===== config.mk =====
export PLATFORM = sky130hd
export DESIGN_NAME = alu_invsel
export DESIGN_NICKNAME = d
export VERILOG_FILES = /design/src/rtl/alu_pkg.sv /design/src/rtl/alu_slice.sv /design/src/rtl/alu_zero_detect.sv /design/src/rtl/alu_invsel.sv
export SDC_FILE = /design/constraint.sdc
export NUM_CORES = 1
export LEC_CHECK = 0
export ABC_AREA = 0
export BUFFER_PORTS_ARGS = -buffer_cell sky130_fd_sc_hd__buf_2
export CORE_MARGIN = 8
export CORE_UTILIZATION = 55
export DETAILED_ROUTE_END_ITERATION = 7
export PLACE_DENSITY = 0.84
export SLEW_MARGIN = 20
export SYNTH_ARGS = -nofsm -noshare
export SYNTH_HDL_FRONTEND = slang
export SYNTH_SLANG_ARGS = --single-unit

===== constraint.sdc =====
create_clock -name vclk -period 34.2
set_input_delay 8.55 -clock vclk [all_inputs]
set_output_delay 8.55 -clock vclk [all_outputs]
set_load 0.01 [all_outputs]

===== src/rtl/alu_pkg.sv =====
package alu_pkg;
  typedef enum logic [1:0] {
    OP_AND  = 2'b00,
    OP_OR   = 2'b01,
    OP_SUM  = 2'b10,
    OP_LESS = 2'b11
  } alu_op_e;

  typedef struct packed {
    logic    a_inv;
    logic    b_inv;
    alu_op_e op;
  } alu_ctrl_t;

  localparam logic [3:0] CTRL_AND = 4'b0000;
  localparam logic [3:0] CTRL_OR  = 4'b0001;
  localparam logic [3:0] CTRL_ADD = 4'b0010;
  localparam logic [3:0] CTRL_SUB = 4'b0110;
  localparam logic [3:0] CTRL_SLT = 4'b0111;
  localparam logic [3:0] CTRL_NOR = 4'b1100;
endpackage


===== src/rtl/alu_slice.sv =====
module alu_slice
  import alu_pkg::*;
#(
  parameter bit IS_MSB = 1'b0
) (
  input  logic    a_i,
  input  logic    b_i,
  input  logic    a_inv_i,
  input  logic    b_inv_i,
  input  logic    cin_i,
  input  logic    less_i,
  input  alu_op_e op_i,
  output logic    res_o,
  output logic    cout_o,
  output logic    set_o,
  output logic    ovf_o
);
  logic a_eff, b_eff, sum;

  assign a_eff  = a_i ^ a_inv_i;
  assign b_eff  = b_i ^ b_inv_i;
  assign sum    = a_eff ^ b_eff ^ cin_i;
  assign cout_o = (a_eff & b_eff) | (a_eff & cin_i) | (b_eff & cin_i);

  always_comb begin
    unique case (op_i)
      OP_AND:  res_o = a_eff & b_eff;
      OP_OR:   res_o = a_eff | b_eff;
      OP_SUM:  res_o = sum;
      default: res_o = less_i;
    endcase
  end

  generate
    if (IS_MSB) begin : g_msb
      assign ovf_o = cin_i ^ cout_o;
      assign set_o = sum ^ ovf_o;  // corrected sign
    end else begin : g_mid
      assign ovf_o = 1'b0;
      assign set_o = 1'b0;
    end
  endgenerate
endmodule


===== src/rtl/alu_zero_detect.sv =====
module alu_zero_detect #(
  parameter int WIDTH = 32
) (
  input  logic [WIDTH-1:0] val_i,
  output logic             zero_o
);
  assign zero_o = (val_i == '0);
endmodule


===== src/rtl/alu_invsel.sv =====
module alu_invsel
  import alu_pkg::*;
#(
  parameter int WIDTH = 32
) (
  input  logic [WIDTH-1:0] a_i,
  input  logic [WIDTH-1:0] b_i,
  input  logic [3:0]       ctrl_i,
  output logic [WIDTH-1:0] result_o,
  output logic             zero_o,
  output logic             overflow_o
);
  localparam int MSB = WIDTH - 1;

  alu_ctrl_t       ctrl;
  logic [WIDTH:0]  carry;
  logic [WIDTH-1:0] set_v, ovf_v;
  logic            is_arith;

  assign ctrl     = alu_ctrl_t'(ctrl_i);
  assign carry[0] = ctrl.b_inv;  // A + ~B + 1 when B inverted

  genvar i;
  generate
    for (i = 0; i < WIDTH; i++) begin : g_bit
      alu_slice #(.IS_MSB(i == MSB)) u_slice (
        .a_i     (a_i[i]),
        .b_i     (b_i[i]),
        .a_inv_i (ctrl.a_inv),
        .b_inv_i (ctrl.b_inv),
        .cin_i   (carry[i]),
        .less_i  ((i == 0) ? set_v[MSB] : 1'b0),
        .op_i    (ctrl.op),
        .res_o   (result_o[i]),
        .cout_o  (carry[i+1]),
        .set_o   (set_v[i]),
        .ovf_o   (ovf_v[i])
      );
    end
  endgenerate

  assign is_arith   = (ctrl_i == CTRL_ADD) || (ctrl_i == CTRL_SUB);
  assign overflow_o = is_arith & ovf_v[MSB];

  alu_zero_detect #(.WIDTH(WIDTH)) u_zero (
    .val_i  (result_o),
    .zero_o (zero_o)
  );
endmodule


==> impl_metrics.toml <==
[layout]
synthToLayoutAreaGrowth_pct = 7.988
seq_cells = 0
drive_gt1_share_pct = 27.01
n_clock_buffer = 0
area.sequential_sq_um = 0
final_cell_mix = "buf_2 (102), inv_1 (80), ha_1 (64), xor2_1 (61), fa_1 (32)"
layout.nets = 614
fin_cells = 523
num-fill-cells = 525
final_core_util_pct = 61.71
antenna_cells = 0
multi_input_area_sq_um = 2648
layout_commonest_cell = "buf_2"

[routing]
viasPerCell = 4.933
wl_mm = 7.426
route.vias.total = 2580
drc = 0
first_pass_iters = 4
ant_nets = 0
wl_per_cell_um = 14.20
drt-initial-drc-count = 86

[critical_path]
path_class = "input port to output port"
path_common_cell = "fa_1"
path_max_fanout = 34
crit_path_end_kind = "output port"
cpMaxStageDelayCell = "buf_4"
startpoint_type = "input port"
slowest_delay_ns = 0.46
required_ns = 25.65
arrival_ns = 22.77

[min_path]
whs_endpoint = "result_o[5]"
hold_path_depth = 6
min_path_type = "input port to output port"
min_from = "b_i[5]"

[synthesis]
synthesis.area_sq_um = 3383
synth.distinct_cells = 24
synthCells = 394
yosysWarningCount = 0
mappedNetlistNets = 558
syn_avg_cell_area_sq_um = 8.587
yosysSeqAreaShare_pct = 0

[placement]
port_buffers = 102
dpl.hpwl_mm = 6.151
routabilityCongestion = 0.8589
dpl.cell_count = 523
place_ws_ns = 2.906

[power_and_ir_drop]
leakagePower_nw = 2.125
ir_worst_vdd_mv = 0.009276
cellPowerDensity_nw_per_um2 = 20.03

[timing]
tns_ns = 0
whs_ns = 17.76
worst_pin_slew_ns = 0.7181
clock.fmax_mhz = 31.93
setup_viol = 0
maxSlewViolCount = 0
relSlewSlack_pct = 52.13
post-route-min-period_ns = 31.32
hold_viol_final = 0
rsz0062_at_grt = "no"
timing.final.crit_share_pct = 91.59
timing.final.ws_setup_ns = 2.877

[run]
maxCapViolCount = 0

[floorplan]
rows = 28
floorplan.initialDensity_pct = 57.14
die_w_um = 94.43
die-area_sq_um = 8917
core-area_sq_um = 5921
io_pins = 102
die_h_um = 94.43

[global_route]
grt_use_total_pct = 16.13
grt_max_degree = 35
grt_pass1_wl_mm = 12.09
antenna_found_initial = 0
grt_overflow = 0
grt_pass1_vias = 2707

[run_status]
status = "finished, final reports clean"

[cts]
post_cts_resize_count = 0
cts_setup_buffers = 0
cts_hold_buf = 0
## logic make-up after synthesis
group,count (synthesis),share of synthesized area [%]
mux,31,9.541
fa+ha+maj,96,42.60
compound gates,33,6.028
xor+xnor,66,17.09
buf+inv,152,21.75
simple gates,16,2.995
## per-stage QoR
step,instance area [sq um],total power [mW]
2_1_floorplan,3383,0.06005
3_3_place_gp,3654,0.06953
3_5_place_dp,3654,0.07354
4_1_cts,3654,0.07389
5_1_grt,3654,0.08314
6_report,3654,0.07319
## metal layers
layer,vias to the layer above,routed length [um],GRT usage (%)
met5,-,0,0
li1,1261,-,-
met4,0,61,1.585
met3,8,599,3.333
met1,1228,2905,18.61
met2,83,3859,30.48
## synthesized netlist by cell type (all sizes together) (2+ instances only)
master  number  area (sq um)
clkbuf       3         11.26
xnor2        5         43.79
ha          64         800.8
buf         48         345.3
inv         93         349.1
nor4         8         56.30
nor3         2         10.01
clkinv       8         30.03
fa          32         640.6
nand2        3         11.26
xor2        61         534.3
o22ai       31         193.9
mux2i       30         300.3
## worst max-delay path: cells and delay by family
family	cells	cell delay [ns]
adders and majority gates	31	12.03
buffers and inverters	6	0.92
and+or+nand+nor	3	0.78
xor gates and xnor gates	1	0.35
AOI/OAI and AO/OA	1	0.10
## worst max path at each step
stage	startpoint	end	slack, ns	depth (start not counted)
global route	ctrl_i[2]	zero_o	2.34	42
detailed placement	ctrl_i[2]	zero_o	2.91	42
finish	ctrl_i[2]	zero_o	2.88	42
CTS	ctrl_i[2]	zero_o	2.84	42
floorplan	ctrl_i[2]	zero_o	3.82	41
global placement	ctrl_i[2]	zero_o	3.28	42
## power by group
group          switching, mW  internal [mW]
Combinational         0.0427         0.0305
Clock                      0              0
Sequential                 0              0
Total                 0.0427         0.0305
## cell type report
type / instances / share of cell area [%]
inverters: 101 / 10.38
multi-input cells: 242 / 72.47
well taps: 75 / 2.568
repair buffers: 105 / 14.59
(Power assumes the default switching activity.)
